**src/rtl/sxe_pkg.sv**
```systemverilog
`timescale 1ns/1ps
package sxe_pkg;
    localparam int MAX_OFFSET = 32;
    localparam int RST_PERIOD = 16;

    typedef enum logic [2:0] {
        S_IDLE,
        S_LOAD,
        S_READY,
        S_REQ_HI,
        S_REQ_LO,
        S_DRAIN,
        S_FINISH
    } sxe_state_t;
endpackage

```
**src/rtl/sxe_param_table.sv**
```systemverilog
`timescale 1ns/1ps
module sxe_param_table #(
    parameter int ID_W  = 3,
    parameter int PER_W = 8,
    parameter int OFS_W = 6
) (
    input  logic             clk,
    input  logic             rst_n,
    input  logic             wr_en,
    input  logic [ID_W-1:0]  wr_id,
    input  logic             wr_sync,
    input  logic [PER_W-1:0] wr_period,
    input  logic [OFS_W-1:0] wr_offset,
    input  logic [ID_W-1:0]  rd_id,
    output logic             rd_sync,
    output logic [PER_W-1:0] rd_period,
    output logic [OFS_W-1:0] rd_offset
);
    localparam int ENTRIES = 1 << ID_W;

    logic             sync_r   [ENTRIES];
    logic [PER_W-1:0] period_r [ENTRIES];
    logic [OFS_W-1:0] offset_r [ENTRIES];

    for (genvar g = 0; g < ENTRIES; g++) begin : g_entry
        always_ff @(posedge clk or negedge rst_n) begin
            if (!rst_n) begin
                sync_r[g]   <= 1'b0;
                period_r[g] <= PER_W'(sxe_pkg::RST_PERIOD);
                offset_r[g] <= '0;
            end else if (wr_en && (wr_id == ID_W'(g))) begin
                sync_r[g]   <= wr_sync;
                period_r[g] <= wr_period;
                offset_r[g] <= wr_offset;
            end
        end
    end

    always_comb begin
        rd_sync   = sync_r[rd_id];
        rd_period = period_r[rd_id];
        rd_offset = offset_r[rd_id];
    end
endmodule

```
**src/rtl/sxe_ack_sync.sv**
```systemverilog
`timescale 1ns/1ps
module sxe_ack_sync #(
    parameter int STAGES = 2
) (
    input  logic clk,
    input  logic rst_n,
    input  logic ack_in,
    output logic ack_rise
);
    logic [STAGES-1:0] chain;
    logic              prev;

    always_ff @(posedge clk or negedge rst_n) begin
        if (!rst_n) begin
            chain <= '0;
            prev  <= 1'b0;
        end else begin
            chain <= {chain[STAGES-2:0], ack_in};
            prev  <= chain[STAGES-1];
        end
    end

    assign ack_rise = chain[STAGES-1] & ~prev;
endmodule

```
**src/rtl/sxe_offset_ctr.sv**
```systemverilog
`timescale 1ns/1ps
module sxe_offset_ctr #(
    parameter int OFS_W = 6
) (
    input  logic             clk,
    input  logic             rst_n,
    input  logic             clear,
    input  logic             issue,
    input  logic             ack_rise,
    output logic [OFS_W-1:0] count,
    output logic             orphan
);
    logic take;

    assign orphan = ack_rise && (count == '0);
    assign take   = ack_rise && (count != '0);

    always_ff @(posedge clk or negedge rst_n) begin
        if (!rst_n) begin
            count <= '0;
        end else if (clear) begin
            count <= '0;
        end else begin
            unique case ({issue, take})
                2'b10:   count <= count + 1'b1;
                2'b01:   count <= count - 1'b1;
                default: count <= count;
            endcase
        end
    end
endmodule

```
**src/rtl/sync_xfer_engine.sv**
```systemverilog
`timescale 1ns/1ps
module sync_xfer_engine
    import sxe_pkg::*;
#(
    parameter int ID_W   = 3,
    parameter int PER_W  = 8,
    parameter int OFS_W  = 6,
    parameter int BLEN_W = 12,
    parameter int NBLK_W = 8,
    parameter int TO_W   = 16
) (
    input  logic              clk,
    input  logic              rst_n,
    input  logic              cfg_we,
    input  logic [ID_W-1:0]   cfg_id,
    input  logic              cfg_sync,
    input  logic [PER_W-1:0]  cfg_period,
    input  logic [OFS_W-1:0]  cfg_offset,
    input  logic              start,
    input  logic [ID_W-1:0]   partner_id,
    input  logic [BLEN_W-1:0] blk_len,
    input  logic [NBLK_W-1:0] blk_cnt,
    input  logic [TO_W-1:0]   drain_limit,
    input  logic [7:0]        fifo_data,
    input  logic              fifo_empty,
    output logic              fifo_pop,
    input  logic              scsi_ack,
    output logic              scsi_req,
    output logic [7:0]        scsi_data,
    output logic [OFS_W-1:0]  outstanding,
    output logic              busy,
    output logic              done,
    output logic              proto_err,
    output logic              timeout
);
    localparam int CNT_W = BLEN_W + NBLK_W;
    localparam logic [OFS_W-1:0] OFS_CAP = OFS_W'(MAX_OFFSET);
    localparam logic [PER_W-1:0] PER_MIN = PER_W'(2);

    sxe_state_t state, nxt;

    // table read and working copies
    logic             tbl_sync;
    logic [PER_W-1:0] tbl_period;
    logic [OFS_W-1:0] tbl_offset;
    logic             act_sync;
    logic [PER_W-1:0] act_period;
    logic [OFS_W-1:0] act_offset;
    logic [OFS_W-1:0] lim_q;
    logic [PER_W-1:0] hi_q;
    logic [PER_W-1:0] lo_q;
    logic [PER_W-1:0] pace;
    logic [CNT_W-1:0] bytes_left;
    logic [TO_W-1:0]  drain_cnt;
    logic [PER_W:0]   per_clamped;

    logic accept;
    logic can_issue;
    logic issue;
    logic ack_rise;
    logic orphan;
    logic expire;

    sxe_param_table #(
        .ID_W (ID_W),
        .PER_W(PER_W),
        .OFS_W(OFS_W)
    ) u_table (
        .clk      (clk),
        .rst_n    (rst_n),
        .wr_en    (cfg_we),
        .wr_id    (cfg_id),
        .wr_sync  (cfg_sync),
        .wr_period(cfg_period),
        .wr_offset(cfg_offset),
        .rd_id    (partner_id),
        .rd_sync  (tbl_sync),
        .rd_period(tbl_period),
        .rd_offset(tbl_offset)
    );

    sxe_ack_sync #(
        .STAGES(2)
    ) u_ack (
        .clk     (clk),
        .rst_n   (rst_n),
        .ack_in  (scsi_ack),
        .ack_rise(ack_rise)
    );

    sxe_offset_ctr #(
        .OFS_W(OFS_W)
    ) u_ofs (
        .clk     (clk),
        .rst_n   (rst_n),
        .clear   (accept),
        .issue   (issue),
        .ack_rise(ack_rise),
        .count   (outstanding),
        .orphan  (orphan)
    );

    assign accept    = (state == S_IDLE) && start;
    assign can_issue = (bytes_left != '0) && !fifo_empty && (outstanding < lim_q);
    assign expire    = (state == S_DRAIN) && (outstanding != '0) && (drain_cnt >= drain_limit);
    assign per_clamped = (act_period < PER_MIN) ? {1'b0, PER_MIN} : {1'b0, act_period};

    // state register
    always_ff @(posedge clk or negedge rst_n) begin
        if (!rst_n) state <= S_IDLE;
        else        state <= nxt;
    end

    // next state
    always_comb begin
        nxt = state;
        unique case (state)
            S_IDLE:   if (start) nxt = S_LOAD;
            S_LOAD:   nxt = S_READY;
            S_READY: begin
                if (bytes_left == '0) nxt = S_DRAIN;
                else if (can_issue)   nxt = S_REQ_HI;
            end
            S_REQ_HI: begin
                if (pace == PER_W'(1)) nxt = (lo_q == PER_W'(1)) ? S_READY : S_REQ_LO;
            end
            S_REQ_LO: if (pace == PER_W'(1)) nxt = S_READY;
            S_DRAIN: begin
                if (outstanding == '0) nxt = S_FINISH;
                else if (expire)       nxt = S_IDLE;
            end
            S_FINISH: nxt = S_IDLE;
            default:  nxt = S_IDLE;
        endcase
    end

    // outputs
    always_comb begin
        issue    = (state == S_READY) && can_issue;
        fifo_pop = issue;
        scsi_req = (state == S_REQ_HI);
        busy     = (state != S_IDLE);
        done     = (state == S_FINISH);
    end

    // working registers captured at accept, derived at load
    always_ff @(posedge clk or negedge rst_n) begin
        if (!rst_n) begin
            act_sync   <= 1'b0;
            act_period <= PER_MIN;
            act_offset <= '0;
            lim_q      <= OFS_W'(1);
            hi_q       <= PER_W'(1);
            lo_q       <= PER_W'(1);
        end else if (accept) begin
            act_sync   <= tbl_sync;
            act_period <= tbl_period;
            act_offset <= tbl_offset;
        end else if (state == S_LOAD) begin
            if (!act_sync || act_offset == '0) lim_q <= OFS_W'(1);
            else if (act_offset > OFS_CAP)      lim_q <= OFS_CAP;
            else                                lim_q <= act_offset;
            hi_q <= PER_W'((per_clamped + 1'b1) >> 1);
            lo_q <= PER_W'(per_clamped >> 1);
        end
    end

    // byte count, pacing counter, data register
    always_ff @(posedge clk or negedge rst_n) begin
        if (!rst_n) begin
            bytes_left <= '0;
            pace       <= '0;
            scsi_data  <= '0;
        end else begin
            if (accept) begin
                bytes_left <= CNT_W'(blk_len) * CNT_W'(blk_cnt);
            end else if (issue) begin
                bytes_left <= bytes_left - 1'b1;
            end

            if (issue) begin
                pace      <= hi_q;
                scsi_data <= fifo_data;
            end else if (state == S_REQ_HI && pace == PER_W'(1)) begin
                pace <= lo_q - 1'b1;
            end else if ((state == S_REQ_HI || state == S_REQ_LO) && pace != '0) begin
                pace <= pace - 1'b1;
            end
        end
    end

    // drain timer
    always_ff @(posedge clk or negedge rst_n) begin
        if (!rst_n)                drain_cnt <= '0;
        else if (state != S_DRAIN) drain_cnt <= '0;
        else if (!expire)          drain_cnt <= drain_cnt + 1'b1;
    end

    // sticky flags, cleared on accept, set wins
    always_ff @(posedge clk or negedge rst_n) begin
        if (!rst_n) begin
            proto_err <= 1'b0;
            timeout   <= 1'b0;
        end else begin
            if (orphan)      proto_err <= 1'b1;
            else if (accept) proto_err <= 1'b0;
            if (expire)      timeout   <= 1'b1;
            else if (accept) timeout   <= 1'b0;
        end
    end
endmodule

```
**config.mk**
```make
export PLATFORM = sky130hd
export DESIGN_NAME = sync_xfer_engine
export DESIGN_NICKNAME = d
export VERILOG_FILES = /design/src/rtl/sxe_pkg.sv /design/src/rtl/sxe_param_table.sv /design/src/rtl/sxe_ack_sync.sv /design/src/rtl/sxe_offset_ctr.sv /design/src/rtl/sync_xfer_engine.sv
export SDC_FILE = /design/constraint.sdc
export NUM_CORES = 1
export LEC_CHECK = 0
export BUFFER_PORTS_ARGS = -buffer_cell sky130_fd_sc_hd__buf_4
export CORE_MARGIN = 2
export CORE_UTILIZATION = 56
export CTS_CLUSTER_DIAMETER = 120
export DETAILED_ROUTE_END_ITERATION = 16
export PLACE_DENSITY = 0.81
export SLEW_MARGIN = 10
export SYNTH_ARGS = -nofsm -noshare
export SYNTH_HDL_FRONTEND = slang
export SYNTH_SLANG_ARGS = --single-unit
```
**constraint.sdc**
```tcl
create_clock -name clk -period 3.5 [get_ports clk]
set_input_delay 0.7 -clock clk [delete_from_list [all_inputs] [get_ports clk]]
set_output_delay 0.7 -clock clk [all_outputs]
set_load 0.05 [all_outputs]
```
# Yosys cells after proc, flatten, opt, wreduce, memory -nomap -nowiden
# Cells that the tools add are included.
# totals
register_bits,223
latch_bits,0
ramBits,0
rom_bits,0
in_bits,71
out_inout_bits,20
elab_cells,152
mem_count,0
# op_classes
n_addsub,7
n_mul,1
div_mod_pow,0
order_cmp,5
eq_ne,24
shift,0
mux,33
bitwise_logic,4
n_reduce_logical,38
# ops
operator,count
$mux W8,6
$mux W20,2
$mux W16,2
$mux W6,5
$bmux W8 S3,1
$mux W3,8
$eq A3 B3 Y1 const B,7
$logic_not A20 Y1,1
$mul A12 B8 Y20,1
$reduce_bool A20 Y1,1
$sub A20 B1 Y20 const B,1
$bmux W6 S3,1
$logic_and A1 B1 Y1,18
$pmux W3 S6,1
$add A16 B1 Y16 const B,1
$eq A8 B1 Y1 const B,2
$ge A16 B16 Y1,1
$sub A8 B1 Y8 const B,2
$eq A3 B2 Y1 const B,4
$logic_not A6 Y1,2
$pmux W6 S2,1
$add A8 B1 Y9 const B,1
$reduce_bool A3 Y1,3
$lt A8 B2 Y1 const B,1
other kinds (25),39

# Longest topological paths before layout
# Gate-level depths: netlist of run 1.
# logic_depth
word_depth,7
depth_mapped,18
ltp_nobuf,17

# Cells and area by module
# A second synthesis of run 1 with hierarchy kept.
# hier_totals
cells_unflattened,1362
area_unflattened_um2,14619.0
# by_module_without_submodules
module,instances,cells_per_inst,area_each_um2
sync_xfer_engine,1,977,8341.8
sxe_param_table,1,316,5632.9
sxe_offset_ctr,1,65,555.5
sxe_ack_sync,1,4,88.8

# Least setup slack after synthesis of run 1
# Ideal clock, no wire load.
# synth_path
path_type,input -> register
start,input port blk_cnt[7]
end,register bytes_left[18]
setup_ns,0.140
arrival_ns,4.733
required_time_ns,3.360
slack_ns,-1.373
cell_stages,17
path_buffers,1
cell_sequence,clkbuf_1 -> nand2_1 -> fa_1 -> fa_1 -> inv_1 -> fa_1 -> inv_1 -> fa_1 -> inv_1 -> ha_1 -> o21a_1 -> o21a_1 -> o221a_2 -> a31oi_1 -> o21ai_0 -> xnor2_1 -> a21oi_1
# synth_between
elab_chain_len,2
# synth_lines
item,line,source
start: declaration,sync_xfer_engine.sv:22,"input logic [NBLK_W-1:0] blk_cnt,"
$mul A12 B8 Y20,sync_xfer_engine.sv:176,bytes_left <= CNT_W'(blk_len) * CNT_W'(blk_cnt);
$mux W20,sync_xfer_engine.sv:175,if (accept) begin
end signal: assignment,sync_xfer_engine.sv:176,
end signal: assignment,sync_xfer_engine.sv:178,bytes_left <= bytes_left - 1'b1;
end: declaration,sync_xfer_engine.sv:53,logic [CNT_W-1:0] bytes_left;
# Every way passes these cells.
# A chain may end at the register's enable or synchronous reset.

# Final worst setup path of run 1
# layout_path
start,input port blk_len[5]
end,register bytes_left[13]
# layout_between
elab_chain_len,2
# layout_lines
item,line,source
start: declaration,sync_xfer_engine.sv:21,"input logic [BLEN_W-1:0] blk_len,"
$mul A12 B8 Y20,sync_xfer_engine.sv:176,
$mux W20,sync_xfer_engine.sv:175,
# Every way passes these cells.

==> results_dict.tcl, run 1 <==
set metrics [dict create \
    path_clk_slew_ns 0.06 \
    cp.required_ns 3.88 \
    postPlaceCellArea_sq_mm 0.0161 \
    synth.yosys.seq_area_share_pct 38.9 \
    dr.pass1.iters 5 \
    syn2layout_area_growth_pct 21.5 \
    syn_area_per_cell_sq_um 10.7 \
    antenna_found_initial 0 \
    period_share_pct 118 \
    diodes 0 \
    r2r_end "u_ofs.count[5]$_DFFE_PN0P_" \
    power_density_mw_per_mm2 722 \
    fin_util_pct 69.3 \
    synth_top_area_share_pct 36.7 \
    dp_hpwl_um 22200 \
    routabilityCongestion 0.842 \
    area.sequential_sq_mm 0.00557 \
    drive_above_1_share_pct 32.8 \
    finalSetupViolations 13 \
    synthCells 1339 \
    cts_tree "built" \
    ys_warn_count 0 \
    std_cell_rows 58 \
    avgViaCountPerCell 5.82 \
    cp.arrival_ns 4.51 \
    tightest_slew_ns 0.785 \
    crit_fanout 7 \
    io_buffers 90 \
    drt_iter0_markers 791 \
    drcViolationCount 0 \
    timing.final.crit_period_ns 4.13 \
    synth_area_leaders "dfrtp_1 37%, mux2_2 9.7%, fa_1 8.5%" \
    start_util_pct 57.0 \
    synth_common_cells "210 x dfrtp_1, 153 x nand2_1, 123 x mux2_2" \
    ys_types 72 \
    cts_buffers 24 \
    wire_per_inst_um 18.3 \
    num-fill-cells 1697 \
    multi_input_area_sq_mm 0.00859 \
    grt_pass1_wl_um 54000 \
    violations "negative setup slack" \
    max_freq_ghz 0.242 \
    r2r_start "bytes_left[9]$_DFFE_PN0P_" \
    finClkSkew_ns 0.0121 \
    hold_viol_final 0 \
    hold_path_class "input port to asynchronous set/reset pin" \
    end_kind "flop" \
    final_net_count 1700 \
    insertion_delay_ns 0.50 \
    synth_top_area_cell "dfrtp_1" \
    p_leak_nw 8.08 \
    synth-async-reset-ratio_pct 100 \
    track_usage_pct 24.7 \
    rrSetupSlack_ns 0.24 \
    overflow 0 \
    relSlewSlack_pct 47.7 \
    grt_pass1_vias 11200 \
    io_pins 91 \
    criticalPathCategory "input port to flop" \
    htree_levels 1 \
    slew_viol_final 0 \
    chipHeight_um 164 \
    syn-num-nets 1544 \
    ir_drop_mv 0.548 \
    clockBufferDepth 3 \
    ant_nets 0 \
    vias 10700 \
    synth_top_flop_cell "dfrtp_1" \
    status "finished with violations" \
    syn_area_sq_mm 0.0143 \
    drv_cap 0 \
    rsz0062_at_grt "true" \
    chipWidth_um 164 \
    fin_total_pwr_w 0.0126 \
    startpoint_type "input port" \
    hold_buffers 0 \
    yosysMostFrequentCell "dfrtp_1" \
    core_area_sq_mm 0.0251 \
    synth-edff-count 0 \
    die-area_sq_mm 0.0269 \
    drt-total-wl_um 33600 \
    rr_worst_depth 12 \
    grt_max_degree 96 \
    finalInstanceArea_sq_mm 0.0174 \
    clkSinkCount 222 \
    ys_seq_elements 222 \
    root_buffer "clkbuf_16" \
    setup_slack_ns -0.629 \
]
## metrics by stage
step,hold WS (ns),setup WS (ns),instances,TNS (ns)
floorplan,0.331,-0.927,1339,-9.69
global placement,0.336,-1.07,1789,-12.61
detailed placement,0.342,-1.19,1789,-13.90
CTS,0.298,-0.550,1838,-5.22
global route,0.294,-0.706,1843,-7.02
finish,0.258,-0.629,1843,-5.87
## cell usage in the layout, fill, tap and decap left out, types with 21 or more instances in the layout
master	n
dfrtp_1	210
buf_4	158
nand2_1	147
mux2_2	123
inv_1	99
and2_1	62
ha_1	62
fa_1	56
nor2_1	52
o21ai_0	50
a21oi_1	31
xnor2_1	30
mux4_2	30
clkbuf_16	27
mux2i_1	21
## registers in the layout, indices dropped and copies added (netlist names), 2 cells and up
name	count
lo_q	7
state	3
hi_q	8
u_table.offset_r	48
pace	8
act_period	8
bytes_left	20
lim_q	6
u_ofs.count	6
u_table.sync_r	8
drain_cnt	16
u_ack.chain	2
act_offset	6
u_table.period_r	64
scsi_data	8
## critical path: stages
cell and delay [ns]:
buf_8 0.12, and2_4 0.16, fa_1 0.50, fa_1 0.50
fa_1 0.51, inv_2 0.05, fa_1 0.55, inv_2 0.05
ha_4 0.24, o21a_1 0.11, o21ai_2 0.16, a21oi_4 0.06
nor2_2 0.19, o21ai_1 0.11, xor2_1 0.17, a221o_1 0.34
## per-layer routing
| metal | global-route usage, % | wire length, um | up-vias |
|---|---|---|---|
| met2 | 42.5 | 16900 | 293 |
| met4 | 5.54 | 743 | 0 |
| met5 | 0 | 0 | - |
| met1 | 33.6 | 14400 | 5442 |
| met3 | 3.51 | 1570 | 62 |
| li1 | - | - | 4931 |
## cell type report
type                    count  area share [%]
repair buffers            184            9.30
clock buffers              36            3.95
inverters                 115            2.48
clock inverters             8           0.532
flip-flops and latches    222            32.0
well taps                 330            2.37
multi-input cells         948            49.3
## logic make-up (layout without fill, tap and decap cells)
logic type / count (synthesis) / in the layout / share of synthesized area (%)
and+or+nand+nor: 410 / 410 / 14.5
DFF: 222 / 222 / 38.9
AOI/OAI and AO/OA: 176 / 176 / 8.00
muxes: 175 / 175 / 15.9
buffers and inverters: 169 / 343 / 4.52
adders and majority gates: 134 / 134 / 14.9
xor gates and xnor gates: 53 / 53 / 3.24
## where the power goes
part | internal, W | switching, W | total (W)
clock network | 0.00150 | 0.000994 | 0.00250
registers | 0.00333 | 0.000638 | 0.00397
logic | 0.00292 | 0.00317 | 0.00610
## timing repair
| item | 4_1_cts | 5_1_grt |
|---|---|---|
| cloned | 1 | 2 |
| endpoints found under the setup margin | 13 | 14 |
| buffers inserted | 4 | 5 |
| resized for setup | 48 | 62 |
| pin swaps | 39 | 45 |
## worst max path at each step
stage                    start                    endpoint  slack, ns  cells after the start
finish              blk_len[5]  bytes_left[13]$_DFFE_PN0P_      -0.63                     16
global route        blk_cnt[3]  bytes_left[18]$_DFFE_PN0P_      -0.71                     15
CTS                 blk_len[4]  bytes_left[18]$_DFFE_PN0P_      -0.55                     17
detailed placement  blk_len[6]  bytes_left[15]$_DFFE_PN0P_      -1.19                     17
global placement    blk_cnt[2]  bytes_left[15]$_DFFE_PN0P_      -1.07                     16
floorplan           blk_cnt[2]  bytes_left[18]$_DFFE_PN0P_      -0.93                     15
Power figures use the tool's default switching activity.
==> run 2: changes to the inputs <==
--- a/config.mk
+++ b/config.mk
@@ -10,7 +10,7 @@
 export CORE_UTILIZATION = 56
 export CTS_CLUSTER_DIAMETER = 120
 export DETAILED_ROUTE_END_ITERATION = 16
-export PLACE_DENSITY = 0.81
+export PLACE_DENSITY = 0.89
 export SLEW_MARGIN = 10
 export SYNTH_ARGS = -nofsm -noshare
 export SYNTH_HDL_FRONTEND = slang
==> run 2 against run 1 <==
Net effect: the flow still finishes with violations (negative setup slack); non-clock buffer count increased by 2; clock power barely moved; combinational power rose by 8.4%; worst hold slack lost 0.095 ns; count of clock-buffer cells in the layout shrank 4; largest power group unchanged; total power rose by 4.7%; register-to-register slack worse by 0.14 ns; critical path type unchanged; global-route usage increased by 1.9 points.
==> results_dict.tcl, run 2 (synthesis results as in run 1) <==
set metrics [dict create \
    status "finished with violations" \
    violations "negative setup slack" \
    startpoint_type "input port" \
    grt_pass1_wl_um 57400 \
    reg_top3 "u_table.period_r: 64 flops, u_table.offset_r: 48 flops, bytes_left: 20 flops" \
    dp.cells 1786 \
    final_common_cell "dfrtp_1" \
    slowest_stage "fa_1" \
    start_util_pct 57.0 \
    dp_hpwl_um 22900 \
    dr.pass1.iters 7 \
    hold_buffers 0 \
    drt-total-wl_um 38100 \
    p_leak_nw 8.07 \
    cp.required_ns 3.89 \
    diodes 0 \
    track_usage_pct 26.7 \
    clkSinkCount 222 \
    ant_nets 0 \
    finalInstanceArea_sq_mm 0.0174 \
    io_pins 91 \
    relSlewSlack_pct 32.8 \
    cts_buffers 23 \
    critPathLaunch "blk_cnt[2]" \
    endpoint "bytes_left[18]$_DFFE_PN0P_" \
    core_area_sq_mm 0.0251 \
    postPlaceCellArea_sq_mm 0.0160 \
    layout_common_cells "210 x dfrtp_1, 159 x buf_4, 148 x nand2_1, 123 x mux2_2, 100 x inv_1" \
    slew_viol_final 0 \
    die-area_sq_mm 0.0269 \
    finalSetupViolations 14 \
    wl_met1_um 14700 \
    grt_pass1_vias 11400 \
    largest_register "u_table.period_r" \
    drive_above_1_share_pct 33.1 \
    overflow 0 \
    hold_path_class "input port to asynchronous set/reset pin" \
    wire_per_inst_um 20.6 \
    root_buffer "clkbuf_16" \
    max_freq_ghz 0.232 \
    hold_viol_final 0 \
    path_clk_slew_ns 0.06 \
    r2r_start "bytes_left[14]$_DFFE_PN0P_" \
    std_cell_rows 58 \
    drcViolationCount 0 \
    insertion_delay_ns 0.52 \
    drt_iter0_markers 952 \
    largest_reg_flops 64 \
    clockBufferDepth 3 \
    drv_cap 0 \
    r2r_end "u_ofs.count[5]$_DFFE_PN0P_" \
    crit_chain "buf_12 > and2_4 > fa_1 > fa_1 > fa_1 > inv_2 > fa_1 > inv_2 > ha_4 > buf_4 > o21ai_2 > nand2b_1 > o221a_4 > a31oi_4 > o21ai_2 > xnor2_1 > a21oi_1" \
    io_buffers 90 \
    path_common_cell "fa_1" \
    tightest_slew_ns 1.00 \
    rr_worst_depth 12 \
    grt_max_degree 85 \
    antenna_found_initial 1 \
    wl_met2_um 18900 \
    cp.depth 17 \
    period_share_pct 123 \
    cp_top_family "adder cells" \
    avgViaCountPerCell 6.08 \
    finClkSkew_ns 0.0119 \
    place_ws_ns -1.19 \
    chipWidth_um 164 \
    syn2layout_area_growth_pct 21.4 \
    ir_drop_mv 0.556 \
    htree_levels 1 \
    routabilityCongestion 0.880 \
    crit_fanout 5 \
    power_density_mw_per_mm2 757 \
    final_net_count 1701 \
    fin_cells 1843 \
    vias 11200 \
    fin_util_pct 69.2 \
    cp_num_buf_inv 4 \
    dr_wl_met3_um 2650 \
    end_kind "flop" \
    setup_slack_ns -0.806 \
    criticalPathCategory "input port to flop" \
    cp.arrival_ns 4.70 \
    cts_tree "built" \
    chipHeight_um 164 \
    slowest_delay_ns 0.56 \
    rsz0062_at_grt "true" \
    top_layer_used "met5" \
    timing.final.crit_period_ns 4.31 \
    rrSetupSlack_ns 0.10 \
]
==> run 2: routing by layer <==
metal  vias up  GRT usage (%)
li1       4932              -
met1      5562           33.9
met2       540           46.3
met3       161           4.37
met4         2           9.49
met5         -              0
==> run 2: report_power, final <==
part | total (W) | internal (W) | switching, W
Combinational | 0.00661 | 0.00305 | 0.00356
Clock | 0.00253 | 0.00148 | 0.00105
Sequential | 0.00403 | 0.00333 | 0.000693
Total | 0.0132 | 0.00786 | 0.00530
==> run 2: worst min path at each step <==
stage	end	slack (ns)	cells past startpoint
after CTS	u_table.period_r[33]$_DFFE_PN0P_	0.19	1
after global routing	u_table.period_r[49]$_DFFE_PN0P_	0.22	1
after detailed placement	u_ack.chain[1]$_DFF_PN0_	0.35	0
after floorplan	u_ack.chain[1]$_DFF_PN0_	0.33	0
final	u_table.period_r[49]$_DFFE_PN0P_	0.16	1
after global placement	u_ack.chain[1]$_DFF_PN0_	0.33	0
==> run 2: repair_timing <==
| item | in CTS | in global routing |
|---|---|---|
| gates resized for setup | 61 | 40 |
| setup buffers | 9 | 4 |
| pin swaps | 67 | 35 |
| setup endpoints to repair | 13 | 15 |
| gates cloned | 1 | 2 |
==> run 2: final cells by class <==
cell class	count	area [sq um]
repair buffers	186	1620
well taps	330	413
fillers	1600	7720
inverters	115	432
clock buffers	32	659
clock inverters	10	121
multi-input cells	948	8570
flip-flops and latches	222	5570
==> run 2: worst reg2reg max path, stage by stage (launching register included) <==
cell and delay, ns:
dfrtp_1 0.43, or3_2 0.52, or2_0 0.32, o41a_1 0.42
a21oi_2 0.20, buf_4 0.17, ha_1 0.29, a21oi_2 0.20
o21bai_1 0.09, a21oi_1 0.20, mux2i_1 0.24, xor2_1 0.16
nor2_1 0.06
==> run 2: stage by stage <==
step	hold WS, ns	setup TNS (ns)	power, W
6_report	0.163	-7.86	0.0132
2_1_floorplan	0.331	-9.69	0.00774
3_3_place_gp	0.334	-12.86	0.00908
4_1_cts	0.191	-5.35	0.0124
3_5_place_dp	0.352	-14.30	0.00945
5_1_grt	0.220	-8.65	0.0138
==> run 3: changes to the inputs <==
--- a/config.mk
+++ b/config.mk
@@ -8,6 +8,7 @@
 export BUFFER_PORTS_ARGS = -buffer_cell sky130_fd_sc_hd__buf_4
 export CORE_MARGIN = 2
 export CORE_UTILIZATION = 56
+export CTS_BUF_LIST = sky130_fd_sc_hd__clkbuf_16
 export CTS_CLUSTER_DIAMETER = 120
 export DETAILED_ROUTE_END_ITERATION = 16
 export PLACE_DENSITY = 0.89
==> run 3 against run 2 <==
Net effect: the run still ends with negative setup slack left; via count is 0.22% lower; routed wire length up 0.25%; sequential power is essentially flat; count of clock-buffer cells in the layout down 9; fmax down 2.2%; combinational power hardly changed; total power down 0.86%; critical path type unchanged; largest cell class unchanged.
==> results_dict.tcl, run 3 (synthesis results as in run 1) <==
set metrics [dict create \
    routabilityCongestion 0.880 \
    htree_levels 1 \
    rr_worst_depth 12 \
    core_area_sq_mm 0.0251 \
    area.sequential_sq_mm 0.00557 \
    die-area_sq_mm 0.0269 \
    diodes 0 \
    criticalPathCategory "input port to flop" \
    wire_per_inst_um 20.7 \
    period_share_pct 126 \
    ant_nets 0 \
    avgViaCountPerCell 6.06 \
    setup_slack_ns -0.901 \
    path_clk_slew_ns 0.06 \
    syn2layout_area_growth_pct 21.1 \
    io_buffers 90 \
    r2r_end "u_ofs.count[5]$_DFFE_PN0P_" \
    hold_viol_final 0 \
    dp_hpwl_um 22900 \
    timing.final.crit_period_ns 4.40 \
    cp.arrival_ns 4.79 \
    dr.pass1.iters 6 \
    critPathLaunch "blk_cnt[2]" \
    grt_pass1_wl_um 57200 \
    drcViolationCount 0 \
    clockBufferDepth 3 \
    final_net_count 1701 \
    hold_path_class "input port to asynchronous set/reset pin" \
    status "finished with violations" \
    chipHeight_um 164 \
    drt_iter0_markers 1063 \
    hold_buffers 0 \
    clkSinkCount 222 \
    end_kind "flop" \
    std_cell_rows 58 \
    cts_buffers 23 \
    violations "negative setup slack" \
    chipWidth_um 164 \
    slew_viol_final 0 \
    finalInstanceArea_sq_mm 0.0173 \
    reg_top3 "u_table.period_r: 64 flops, u_table.offset_r: 48 flops, bytes_left: 20 flops" \
    p_leak_nw 8.06 \
    grt_max_degree 85 \
    drt-total-wl_um 38100 \
    overflow 0 \
    drv_cap 0 \
    drive_above_1_share_pct 32.8 \
    largest_register "u_table.period_r" \
    tightest_slew_ns 0.944 \
    grt_pass1_vias 11400 \
    power_density_mw_per_mm2 752 \
    track_usage_pct 26.6 \
    cts_tree "built" \
    fin_total_pwr_w 0.0130 \
    insertion_delay_ns 0.52 \
    fin_cells 1843 \
    root_buffer "clkbuf_16" \
    crit_fanout 5 \
    dp.cells 1786 \
    ir_drop_mv 0.605 \
    rsz0062_at_grt "true" \
    num-fill-cells 1610 \
    r2r_start "bytes_left[14]$_DFFE_PN0P_" \
    max_freq_ghz 0.227 \
    relSlewSlack_pct 36.8 \
    vias 11200 \
    start_util_pct 57.0 \
    finalSetupViolations 14 \
    finClkSkew_ns 0.0107 \
    layout_common_cells "210 x dfrtp_1, 159 x buf_4, 148 x nand2_1, 123 x mux2_2, 104 x inv_1" \
    io_pins 91 \
    postPlaceCellArea_sq_mm 0.0160 \
    largest_reg_flops 64 \
    multi_input_area_sq_mm 0.00858 \
    rrSetupSlack_ns 0.05 \
    antenna_found_initial 1 \
    cp.required_ns 3.89 \
    startpoint_type "input port" \
    final_common_cell "dfrtp_1" \
    place_ws_ns -1.19 \
]
-- run 3: cell count changes in the layout (fill, tap and decap cells not counted) --
cell      before  now
inv_1        100  104
clkbuf_8       5    0
clkinv_1       0    5
nor4_2         1    2
nor4_1        11   10
clkbuf_1       4    0
-- run 3: area by class of cell --
| cell class | count | share of cell area, % |
|---|---|---|
| clock inverters | 19 | 0.895 |
| clock buffers | 23 | 3.32 |
| repair buffers | 186 | 9.34 |
| well taps | 330 | 2.38 |
| flip-flops and latches | 222 | 32.1 |
| inverters | 115 | 2.49 |
| multi-input cells | 948 | 49.5 |
-- run 3: critical path: stages --
cell,delay (ns)
buf_12,0.11
and2_4,0.16
fa_1,0.50
fa_1,0.56
fa_1,0.55
inv_2,0.06
fa_1,0.55
inv_2,0.06
ha_4,0.17
buf_4,0.16
o21ai_2,0.19
nand2b_1,0.16
o221a_4,0.19
a31oi_4,0.17
o21ai_2,0.10
xnor2_1,0.28
a21oi_1,0.11
-- run 3: how the worst max path moves through the flow --
stage	endpoint	slack [ns]	cells after the start
3_5_place_dp	bytes_left[18]$_DFFE_PN0P_	-1.19	16
3_3_place_gp	bytes_left[18]$_DFFE_PN0P_	-1.07	15
5_1_grt	bytes_left[18]$_DFFE_PN0P_	-0.93	18
6_report	bytes_left[18]$_DFFE_PN0P_	-0.90	17
4_1_cts	bytes_left[18]$_DFFE_PN0P_	-0.57	15
2_1_floorplan	bytes_left[18]$_DFFE_PN0P_	-0.93	15
-- run 3: power by group --
group,internal (W),switching [W],total (W)
clock,0.00136,0.00104,0.00240
combinational,0.00305,0.00356,0.00662
sequential,0.00333,0.000694,0.00403
-- run 3: repair_timing --
action | in CTS | in global routing
setup endpoints to repair | 13 | 16
buffers inserted | 9 | 4
pin swaps | 67 | 35
resized for setup | 61 | 41
gates cloned | 1 | 2
-- run 3: stage by stage --
stage                     hold slack (ns)  TNS (ns)  util, %
after global placement              0.334    -12.86     63.9
after global routing                0.224     -8.77     69.1
after detailed placement            0.352    -14.30     63.9
after floorplan                     0.331     -9.69        -
final                               0.166     -7.89     69.1
after CTS                           0.187     -5.36     68.2
-- run 3: per-layer routing --
metal | global-route usage (%) | up-vias | routed length, um
li1 | - | 4926 | -
met1 | 34.0 | 5543 | 14600
met2 | 46.1 | 543 | 19000
met3 | 4.27 | 158 | 2720
met4 | 9.29 | 2 | 1800
met5 | 0 | - | 13
